`config.mk`:
```
export PLATFORM = sky130hd
export DESIGN_NAME = ddr2_init_seq
export DESIGN_NICKNAME = d
export VERILOG_FILES = /design/src/rtl/ddr2_init_pkg.sv /design/src/rtl/ddr2_init_timer.sv /design/src/rtl/ddr2_init_dll_wait.sv /design/src/rtl/ddr2_init_cmd_enc.sv /design/src/rtl/ddr2_init_seq.sv
export SDC_FILE = /design/constraint.sdc
export NUM_CORES = 1
export LEC_CHECK = 0
export ABC_AREA = 1
export BUFFER_PORTS_ARGS = -buffer_cell sky130_fd_sc_hd__buf_2
export CELL_PAD_IN_SITES_DETAIL_PLACEMENT = 1
export CELL_PAD_IN_SITES_GLOBAL_PLACEMENT = 2
export CORE_UTILIZATION = 26
export CTS_BUF_LIST = sky130_fd_sc_hd__clkbuf_16
export DETAILED_ROUTE_END_ITERATION = 10
export PLACE_DENSITY = 0.89
export SYNTH_ARGS = -nofsm -noshare
export SYNTH_HDL_FRONTEND = slang
export SYNTH_SLANG_ARGS = --single-unit
```
`constraint.sdc`:
```
create_clock -name clk -period 2.7 [get_ports clk]
set_clock_uncertainty 0.1 [all_clocks]
set_input_delay 0.54 -clock clk [delete_from_list [all_inputs] [get_ports clk]]
set_output_delay 0.54 -clock clk [all_outputs]
set_load 0.005 [all_outputs]
```
`src/rtl/ddr2_init_pkg.sv`:
```
package ddr2_init_pkg;

    typedef enum logic [3:0] {
        S_IDLE,
        S_PWRUP,
        S_PREA1,
        S_EMR2,
        S_EMR3,
        S_EMR_DLL,
        S_MR_DLLRST,
        S_PREA2,
        S_REFRESH,
        S_MR_RUN,
        S_EMR_OCD,
        S_EMR_EXIT,
        S_HOLD,
        S_DONE
    } state_e;

    // {cs_n, ras_n, cas_n, we_n}
    localparam logic [3:0] CMD_NOP = 4'b0111;
    localparam logic [3:0] CMD_PRE = 4'b0010;
    localparam logic [3:0] CMD_REF = 4'b0001;
    localparam logic [3:0] CMD_LMR = 4'b0000;

    // Round a time in ns up to whole clock cycles, never below one.
    function automatic int ns_to_cyc(input int t_ns, input int clk_ps);
        int c;
        c = (t_ns * 1000 + clk_ps - 1) / clk_ps;
        return (c < 1) ? 1 : c;
    endfunction

endpackage

```
`src/rtl/ddr2_init_timer.sv`:
```
// Down-counter used for every spacing in the sequence.
module ddr2_init_timer #(
    parameter int W = 16
) (
    input  logic         clk,
    input  logic         rst_n,
    input  logic         load,
    input  logic [W-1:0] load_val,
    output logic         zero
);
    logic [W-1:0] cnt;

    always_ff @(posedge clk or negedge rst_n) begin
        if (!rst_n)
            cnt <= '0;
        else if (load)
            cnt <= load_val;
        else if (cnt != '0)
            cnt <= cnt - 1'b1;
    end

    assign zero = (cnt == '0);
endmodule

```
`src/rtl/ddr2_init_dll_wait.sv`:
```
// Counts cycles since the DLL-reset load and flags when the lock time is over.
module ddr2_init_dll_wait #(
    parameter int LOCK_CYC = 200
) (
    input  logic clk,
    input  logic rst_n,
    input  logic clear,
    input  logic start,
    output logic expired
);
    localparam int CW = $clog2(LOCK_CYC + 1);
    localparam logic [CW-1:0] LOCK_V = CW'(LOCK_CYC);

    logic [CW-1:0] cnt;
    logic          armed;

    always_ff @(posedge clk or negedge rst_n) begin
        if (!rst_n) begin
            cnt   <= '0;
            armed <= 1'b0;
        end else if (clear) begin
            cnt   <= '0;
            armed <= 1'b0;
        end else if (start) begin
            cnt   <= CW'(1);
            armed <= 1'b1;
        end else if (armed && cnt < LOCK_V) begin
            cnt   <= cnt + 1'b1;
        end
    end

    assign expired = armed && (cnt >= LOCK_V);
endmodule

```
`src/rtl/ddr2_init_cmd_enc.sv`:
```
// Maps the current step to pin values; NOP unless the step fires.
module ddr2_init_cmd_enc
    import ddr2_init_pkg::*;
#(
    parameter int ROW_W  = 14,
    parameter int BANK_W = 2
) (
    input  state_e            step,
    input  logic              fire,
    input  logic [ROW_W-1:0]  mr_cfg,
    input  logic [ROW_W-1:0]  emr_cfg,
    input  logic [ROW_W-1:0]  emr2_cfg,
    input  logic [ROW_W-1:0]  emr3_cfg,
    output logic [3:0]        cmd,
    output logic [BANK_W-1:0] ba,
    output logic [ROW_W-1:0]  addr
);
    function automatic logic [ROW_W-1:0] emr_word(input logic [ROW_W-1:0] cfg,
                                                  input logic [2:0] ocd);
        logic [ROW_W-1:0] w;
        w      = cfg;
        w[0]   = 1'b0;
        w[9:7] = ocd;
        return w;
    endfunction

    always_comb begin
        cmd  = CMD_NOP;
        ba   = '0;
        addr = '0;
        if (fire) begin
            unique case (step)
                S_PREA1, S_PREA2: begin
                    cmd      = CMD_PRE;
                    addr[10] = 1'b1;
                end
                S_EMR2: begin
                    cmd  = CMD_LMR;
                    ba   = BANK_W'(2);
                    addr = emr2_cfg;
                end
                S_EMR3: begin
                    cmd  = CMD_LMR;
                    ba   = BANK_W'(3);
                    addr = emr3_cfg;
                end
                S_EMR_DLL, S_EMR_EXIT: begin
                    cmd  = CMD_LMR;
                    ba   = BANK_W'(1);
                    addr = emr_word(emr_cfg, 3'b000);
                end
                S_EMR_OCD: begin
                    cmd  = CMD_LMR;
                    ba   = BANK_W'(1);
                    addr = emr_word(emr_cfg, 3'b111);
                end
                S_MR_DLLRST: begin
                    cmd     = CMD_LMR;
                    addr    = mr_cfg;
                    addr[8] = 1'b1;
                end
                S_MR_RUN: begin
                    cmd     = CMD_LMR;
                    addr    = mr_cfg;
                    addr[8] = 1'b0;
                end
                S_REFRESH: cmd = CMD_REF;
                default: cmd = CMD_NOP;
            endcase
        end
    end
endmodule

```
`src/rtl/ddr2_init_seq.sv`:
```
module ddr2_init_seq
    import ddr2_init_pkg::*;
#(
    parameter int CLK_PS      = 10000,
    parameter int T_PWR_NS    = 200000,
    parameter int T_PRE_NS    = 400,
    parameter int T_RP_NS     = 15,
    parameter int T_RFC_NS    = 128,
    parameter int T_MRD_CK    = 2,
    parameter int REF_COUNT   = 2,
    parameter int DLL_LOCK_CK = 200,
    parameter int ROW_W       = 14,   // at least 11: bits 10, 9:7, 8, 0 are used
    parameter int BANK_W      = 2
) (
    input  logic              clk,
    input  logic              rst_n,
    input  logic              pwr_good,
    input  logic [ROW_W-1:0]  mr_cfg,
    input  logic [ROW_W-1:0]  emr_cfg,
    input  logic [ROW_W-1:0]  emr2_cfg,
    input  logic [ROW_W-1:0]  emr3_cfg,
    output logic              cke,
    output logic              odt,
    output logic              cs_n,
    output logic              ras_n,
    output logic              cas_n,
    output logic              we_n,
    output logic [BANK_W-1:0] ba,
    output logic [ROW_W-1:0]  addr,
    output logic              init_done
);
    localparam int PWR_CYC = ns_to_cyc(T_PWR_NS, CLK_PS);
    localparam int PRE_CYC = ns_to_cyc(T_PRE_NS, CLK_PS);
    localparam int RP_CYC  = ns_to_cyc(T_RP_NS, CLK_PS);
    localparam int RFC_CYC = ns_to_cyc(T_RFC_NS, CLK_PS);
    localparam int MRD_CYC = (T_MRD_CK < 1) ? 1 : T_MRD_CK;
    localparam int PWR_TOT = PWR_CYC + PRE_CYC;
    localparam int TW      = $clog2(PWR_TOT + 1);
    localparam int RCW     = (REF_COUNT > 1) ? $clog2(REF_COUNT) : 1;

    localparam logic [TW-1:0]  LD_PWR = TW'(PWR_TOT - 1);
    localparam logic [TW-1:0]  LD_RP  = TW'(RP_CYC - 1);
    localparam logic [TW-1:0]  LD_RFC = TW'(RFC_CYC - 1);
    localparam logic [TW-1:0]  LD_MRD = TW'(MRD_CYC - 1);
    localparam logic [RCW-1:0] REF_LAST = RCW'(REF_COUNT - 1);

    state_e         st, st_n;
    logic           t_load, t_zero;
    logic [TW-1:0]  t_val;
    logic [RCW-1:0] ref_cnt;
    logic           ref_inc;
    logic           fire;
    logic           dll_start, dll_expired;
    logic [3:0]     cmd;

    // State register and refresh counter
    always_ff @(posedge clk or negedge rst_n) begin
        if (!rst_n) begin
            st      <= S_IDLE;
            ref_cnt <= '0;
        end else begin
            st <= st_n;
            if (st != S_REFRESH)
                ref_cnt <= '0;
            else if (ref_inc)
                ref_cnt <= ref_cnt + 1'b1;
        end
    end

    // Next state and timer loads
    always_comb begin
        st_n    = st;
        t_load  = 1'b0;
        t_val   = '0;
        ref_inc = 1'b0;
        if (!pwr_good) begin
            st_n = S_IDLE;
        end else begin
            unique case (st)
                S_IDLE: begin
                    st_n   = S_PWRUP;
                    t_load = 1'b1;
                    t_val  = LD_PWR;
                end
                S_PWRUP:     if (t_zero) st_n = S_PREA1;
                S_PREA1:     if (t_zero) begin st_n = S_EMR2;      t_load = 1'b1; t_val = LD_RP;  end
                S_EMR2:      if (t_zero) begin st_n = S_EMR3;      t_load = 1'b1; t_val = LD_MRD; end
                S_EMR3:      if (t_zero) begin st_n = S_EMR_DLL;   t_load = 1'b1; t_val = LD_MRD; end
                S_EMR_DLL:   if (t_zero) begin st_n = S_MR_DLLRST; t_load = 1'b1; t_val = LD_MRD; end
                S_MR_DLLRST: if (t_zero) begin st_n = S_PREA2;     t_load = 1'b1; t_val = LD_MRD; end
                S_PREA2:     if (t_zero) begin st_n = S_REFRESH;   t_load = 1'b1; t_val = LD_RP;  end
                S_REFRESH: if (t_zero) begin
                    t_load = 1'b1;
                    t_val  = LD_RFC;
                    if (ref_cnt == REF_LAST) st_n = S_MR_RUN;
                    else                     ref_inc = 1'b1;
                end
                S_MR_RUN:    if (t_zero) begin st_n = S_EMR_OCD;   t_load = 1'b1; t_val = LD_MRD; end
                S_EMR_OCD:   if (t_zero) begin st_n = S_EMR_EXIT;  t_load = 1'b1; t_val = LD_MRD; end
                S_EMR_EXIT:  if (t_zero) begin st_n = S_HOLD;      t_load = 1'b1; t_val = LD_MRD; end
                S_HOLD:      if (t_zero && dll_expired) st_n = S_DONE;
                S_DONE:      st_n = S_DONE;
                default:     st_n = S_IDLE;
            endcase
        end
    end

    // Outputs
    always_comb begin
        cke       = (st != S_IDLE);
        odt       = 1'b0;
        init_done = (st == S_DONE);
        fire      = t_zero && (st inside {S_PREA1, S_EMR2, S_EMR3, S_EMR_DLL, S_MR_DLLRST,
                                          S_PREA2, S_REFRESH, S_MR_RUN, S_EMR_OCD, S_EMR_EXIT});
        dll_start = fire && (st == S_MR_DLLRST);
        {cs_n, ras_n, cas_n, we_n} = cmd;
    end

    ddr2_init_timer #(.W(TW)) u_timer (
        .clk      (clk),
        .rst_n    (rst_n),
        .load     (t_load),
        .load_val (t_val),
        .zero     (t_zero)
    );

    ddr2_init_dll_wait #(.LOCK_CYC(DLL_LOCK_CK)) u_dll (
        .clk     (clk),
        .rst_n   (rst_n),
        .clear   (st == S_IDLE),
        .start   (dll_start),
        .expired (dll_expired)
    );

    ddr2_init_cmd_enc #(.ROW_W(ROW_W), .BANK_W(BANK_W)) u_enc (
        .step     (st),
        .fire     (fire),
        .mr_cfg   (mr_cfg),
        .emr_cfg  (emr_cfg),
        .emr2_cfg (emr2_cfg),
        .emr3_cfg (emr3_cfg),
        .cmd      (cmd),
        .ba       (ba),
        .addr     (addr)
    );
endmodule

```
* Word-level counts from Yosys, hierarchy flattened *
Cells that the tools add are included.

operators by class
  add/sub/neg operators = 3
  order comparisons = 2
  equality and inequality tests = 27
  muxes and demuxes = 43
  reduce and logical (&&, ||, !) cells = 22

operator list
  kind                                                number
  two-way mux 4 bit                                   16
  case mux 10 bit (6 select lines)                    1
  case mux 4 bit (14 select lines)                    1
  two-way mux 15 bit                                  3
  case mux 15 bit (3 select lines)                    1
  inequality test 3 bit, second input constant        13
  == test 4 bit, second input constant                6
  two-way mux 8 bit                                   3
  == test 4 x 3 -> 1 bit, second input constant       4
  zero test 15 bit                                    1
  nonzero test 15 bit                                 1
  subtractor 15 x 1 -> 15 bit, second input constant  1
  two-way mux 14 bit                                  1
  AND reduction 13 bit                                1
  case mux 3 bit (4 select lines)                     1
  two-way mux 1 bit                                   11
  nonzero test 10 bit                                 1
  OR reduction 10 bit                                 1
  case mux 3 bit (3 select lines)                     1
  OR reduction 9 bit                                  1
  adder 8 x 1 -> 8 bit, second input constant         1
  == test 4 x 2 -> 1 bit, second input constant       2
  >= comparator 8 bit, second input constant          1
  less-than comparator 8 bit, second input constant   1
  15 further kinds                                    23

storage, ports and cells
  bits in registers = 29
  input port bits = 59
  output and inout bits = 23
  logic and storage cells = 102

* Depth between registers and ports, before layout *
  word-level depth = 6
  mapped depth = 10
  gate-level depth less buffers = 10

* Hierarchy *
From an unflattened synthesis, not the netlist that was laid out.

second synthesis, totals
  cell total of the unflattened synthesis = 455
  area total of the unflattened synthesis = 2889.0 µm²

modules (own cells, without submodules)
  module              times used  cells each  area each (µm²)  seq. area each (µm²)
  ddr2_init_timer     1           154         1097.3           375.4
  ddr2_init_cmd_enc   1           147         695.7            0.0
  ddr2_init_dll_wait  1           81          601.8            225.2
  ddr2_init_seq       1           73          494.2            125.1

* Worst setup path after synthesis *
OpenSTA, ideal clock, no wires.

  path type = register -> output
  start point = reg u_timer.cnt[0]
  end point = out addr[11]
  data arrival time = 1.504 ns
  required time = 2.060 ns
  path slack = 0.556 ns
  stages on the path, launching flop included = 11
  path buffers = 0
  cell sequence = dfrtp_1 > inv_1 > ha_1 > nand2_2 > nor2_4 > nand2_4 > nor2_8 > o21ai_4 > inv_4 > nand2_1 > inv_1

between the ends
  cells in the longest elaborated chain, start to end = 3

RTL lines
  item                      RTL line                 text
  start: declaration        ddr2_init_timer.sv:11    logic [W-1:0] cnt;
  start signal: assignment  ddr2_init_timer.sv:17    cnt <= load_val;
  start signal: assignment  ddr2_init_timer.sv:19    cnt <= cnt - 1'b1;
  zero test 15 bit          ddr2_init_timer.sv:22    assign zero = (cnt == '0);
  logical AND 1 bit         ddr2_init_seq.sv:113     fire = t_zero && (st inside {S_PREA1, S_EMR2, S_EMR3, S_EMR_DLL, S_MR_DLLRST,
  two-way mux 14 bit        ddr2_init_cmd_enc.sv:31  if (fire) begin
  end: declaration          ddr2_init_seq.sv:29      output logic [ROW_W-1:0] addr,

Every way passes these cells.

* Worst setup path after layout *
  start point = reg u_timer.cnt[0]
  end point = out addr[8]

The elaborated chain is that of the path after synthesis.

==> flow_metrics.env <==
export IMPL_maxSlewViolCount=0
export IMPL_min_period_ns=2.56
export IMPL_ios=82
export IMPL_cts_made_buffers=5
export IMPL_yosysUniqueCellTypes=33
export IMPL_cts_sinks=29
export IMPL_grt_max_degree=30
export IMPL_critPathKind="reg2out"
export IMPL_final_common_cell="nand2_1"
export IMPL_insertion_delay_ns=0.28
export IMPL_timing_fmax_mhz=390
export IMPL_clockBufferDepth=2
export IMPL_setup_viol=0
export IMPL_avgViaCountPerCell=4.64
export IMPL_postRouteAntennaNets=0
export IMPL_fin_tns_setup_ns=0
export IMPL_finalPower_uw=2040
export IMPL_diodes=0
export IMPL_wl_per_cell_um=14.0
export IMPL_initial_core_util_pct=27.0
export IMPL_die_height_um=100
export IMPL_holdWs_ns=0.214
export IMPL_fp_dieW_um=100
export IMPL_route_detailed_drc=0
export IMPL_cts_root_buf="clkbuf_16"
export IMPL_netlist_area_sq_um=2500
export IMPL_path_cells="inv_1, ha_2, nand2_2, nor2_4, nand2_4, nor2_8, o21ai_4, a31oi_1, buf_2"
export IMPL_grt_pass1_wl_um=13700
export IMPL_ys_seq_elements=29
export IMPL_rsz0062_at_grt="false"
export IMPL_cp_end_kind="output pin"
export IMPL_netlist_top_cell_by_area="dfrtp_1"
export IMPL_std_cell_rows=35
export IMPL_p_per_area_nw_per_um2=635
export IMPL_dieArea_sq_um=10000
export IMPL_syn_mean_instance_area_sq_um=6.47
export IMPL_netlist_area_leader_share_pct=29.0
export IMPL_grt_ovfl_total=0
export IMPL_core_sq_um=9280
export IMPL_layout_common_cells="121 x nand2_1, 74 x buf_2, 47 x inv_1, 47 x nor2_1, 25 x dfrtp_1"
export IMPL_wl_um=8360
export IMPL_r2r_start="u_timer.cnt[0]"
export IMPL_syn_inst=387
export IMPL_grt_pass1_vias=2825
export IMPL_antenna_found_initial=0
export IMPL_area_delta_synth_final_pct=28.1
export IMPL_cap_violations=0
export IMPL_hold_viol=0
export IMPL_cp_max_fo=6
export IMPL_htree_levels=2
export IMPL_drt_iter0_markers=76
export IMPL_io_buffer_count=74
export IMPL_synth_warnings=0
export IMPL_vias=2779
export IMPL_drive_gt1_share_pct=29.8
export IMPL_worstSetupStartpointType="register"
export IMPL_crit_start="u_timer.cnt[0]"
export IMPL_tightest_slew_ns=0.708
export IMPL_cts_tree="built"
export IMPL_max_stage_delay_ns=0.35
export IMPL_ys_seq_area_share_pct=29.0
export IMPL_gr_usage_all_layers_pct=17.2
export IMPL_arrival_ns=1.92
export IMPL_critPathRequiredTime_ns=2.06
export IMPL_fin_crit_sh_pct=95.0
export IMPL_cpMaxStageDelayCell="dfrtp_1"
export IMPL_min_path_type="in2async"
export IMPL_slew_headroom_pct=52.8
export IMPL_final_util_pct=34.5
export IMPL_status="completed"
export IMPL_dp_final_hpwl_um=6600
export IMPL_synth_area_leaders="dfrtp_1 29%, nand2_1 19%, nor2_1 7.2%"
export IMPL_path_clk_slew_ns=0.05
export IMPL_drtPass1Iterations=4
export IMPL_leakagePower_uw=0.00169
export IMPL_fin_nets=532
export IMPL_gp_congestion=0.847
export IMPL_ir_drop_uv=281
where the power goes:
group | internal (uW) | total (uW) | switching (uW) | leakage [uW]
registers | 506 | 590 | 84.8 | 0.000362
clock network | 328 | 513 | 185 | 0.0000685
logic | 309 | 932 | 623 | 0.00126
area by class of cell:
cell class / count / area [sq um]
Fill cell: 1244 / 6080
Inverter: 54 / 210
Clock inverter: 2 / 7.51
Tap cell: 129 / 161
Timing Repair Buffer: 82 / 430
Multi-Input combinational cell: 297 / 1540
Clock buffer: 5 / 125
Sequential cell: 29 / 731
Timing Repair inverter: 1 / 6.26
critical path: cells and delay by family, from the launching register on:
family,cells,cell delay [ns]
adders and majority gates,1,0.22
AOI/OAI and AO/OA,2,0.29
buffers and inverters,2,0.28
and+or+nand+nor,4,0.50
DFF,1,0.35
metrics by stage:
| step | instance area, sq um | setup slack [ns] | instances |
|---|---|---|---|
| 5_1_grt | 3210 | 0.00151 | 599 |
| 4_1_cts | 3160 | 0.0342 | 596 |
| 3_3_place_gp | 3030 | 0.365 | 589 |
| 6_report | 3210 | 0.136 | 599 |
| 2_1_floorplan | 2510 | 0.556 | 388 |
| 3_5_place_dp | 3030 | 0.341 | 589 |
routing by layer:
metal / global-route usage, % / up-vias / wire length (um)
met1: 22.7 / 1345 / 3820
met5: 0 / - / 0
met2: 28.9 / 22 / 4280
met3: 2.58 / 16 / 135
met4: 5.02 / 0 / 136
li1: - / 1396 / -
path summary, 6_finish.rpt:
path | endpoint | slack, ns | cells past startpoint
min in group clk | u_dll.cnt[7] | 0.41 | 2
max reg2reg | u_dll.cnt[1] | 0.63 | 10
max in group asynchronous | st[3] | 1.78 | 1
max | addr[8] | 0.14 | 9
min reg2reg | u_dll.cnt[7] | 0.41 | 2
min | u_timer.cnt[9] | 0.21 | 1
synthesized netlist by cell type:
| cell type | count |
|---|---|
| buf_2 | 4 |
| inv_1 | 47 |
| buf_4 | 3 |
| nand2_1 | 124 |
| o21ai_2 | 1 |
| nand3_4 | 1 |
| xor2_1 | 8 |
| nand2_4 | 4 |
| nor2_1 | 48 |
| a31o_2 | 1 |
| inv_4 | 1 |
| nand4_1 | 16 |
| o21ai_4 | 1 |
| dfrtp_1 | 29 |
| o21ai_0 | 8 |
| nor2_2 | 5 |
| a21oi_1 | 17 |
| nand3_1 | 19 |
| conb_1 | 1 |
| inv_2 | 6 |
| nor3_1 | 8 |
| nand2_2 | 8 |
| or2_2 | 2 |
| nor3b_1 | 2 |
| nand4_4 | 1 |
| ha_1 | 3 |
| buf_6 | 1 |
| nor2_4 | 7 |
| o211ai_2 | 1 |
| a31oi_1 | 5 |
| o22ai_1 | 2 |
| nand3_2 | 2 |
| nor2_8 | 1 |
sequential cells by signal, indices dropped and copies added (netlist names):
signal,flops
u_dll.cnt,8
st,4
u_dll.armed,1
ref_cnt,1
u_timer.cnt,15
what timing repair did:
item                                    CTS  global route
gates resized for setup                   0            13
endpoints found under the setup margin    0            13
buffers inserted                          0             2
hold buffers                              0             0
cells by family (layout without fill, tap and decap cells):
kind of cell               Yosys count  after routing  synth area share (%)
other                                1              2                 0.150
xor gates and xnor gates             8              8                  2.80
and+or+nand+nor                    248            248                  47.6
adders and majority gates            3              3                  1.50
buffers and inverters               62            144                  10.3
DFF                                 29             29                  29.0
AOI/OAI and AO/OA                   36             36                  8.60
No activity file was read; power rests on OpenSTA's default activity.
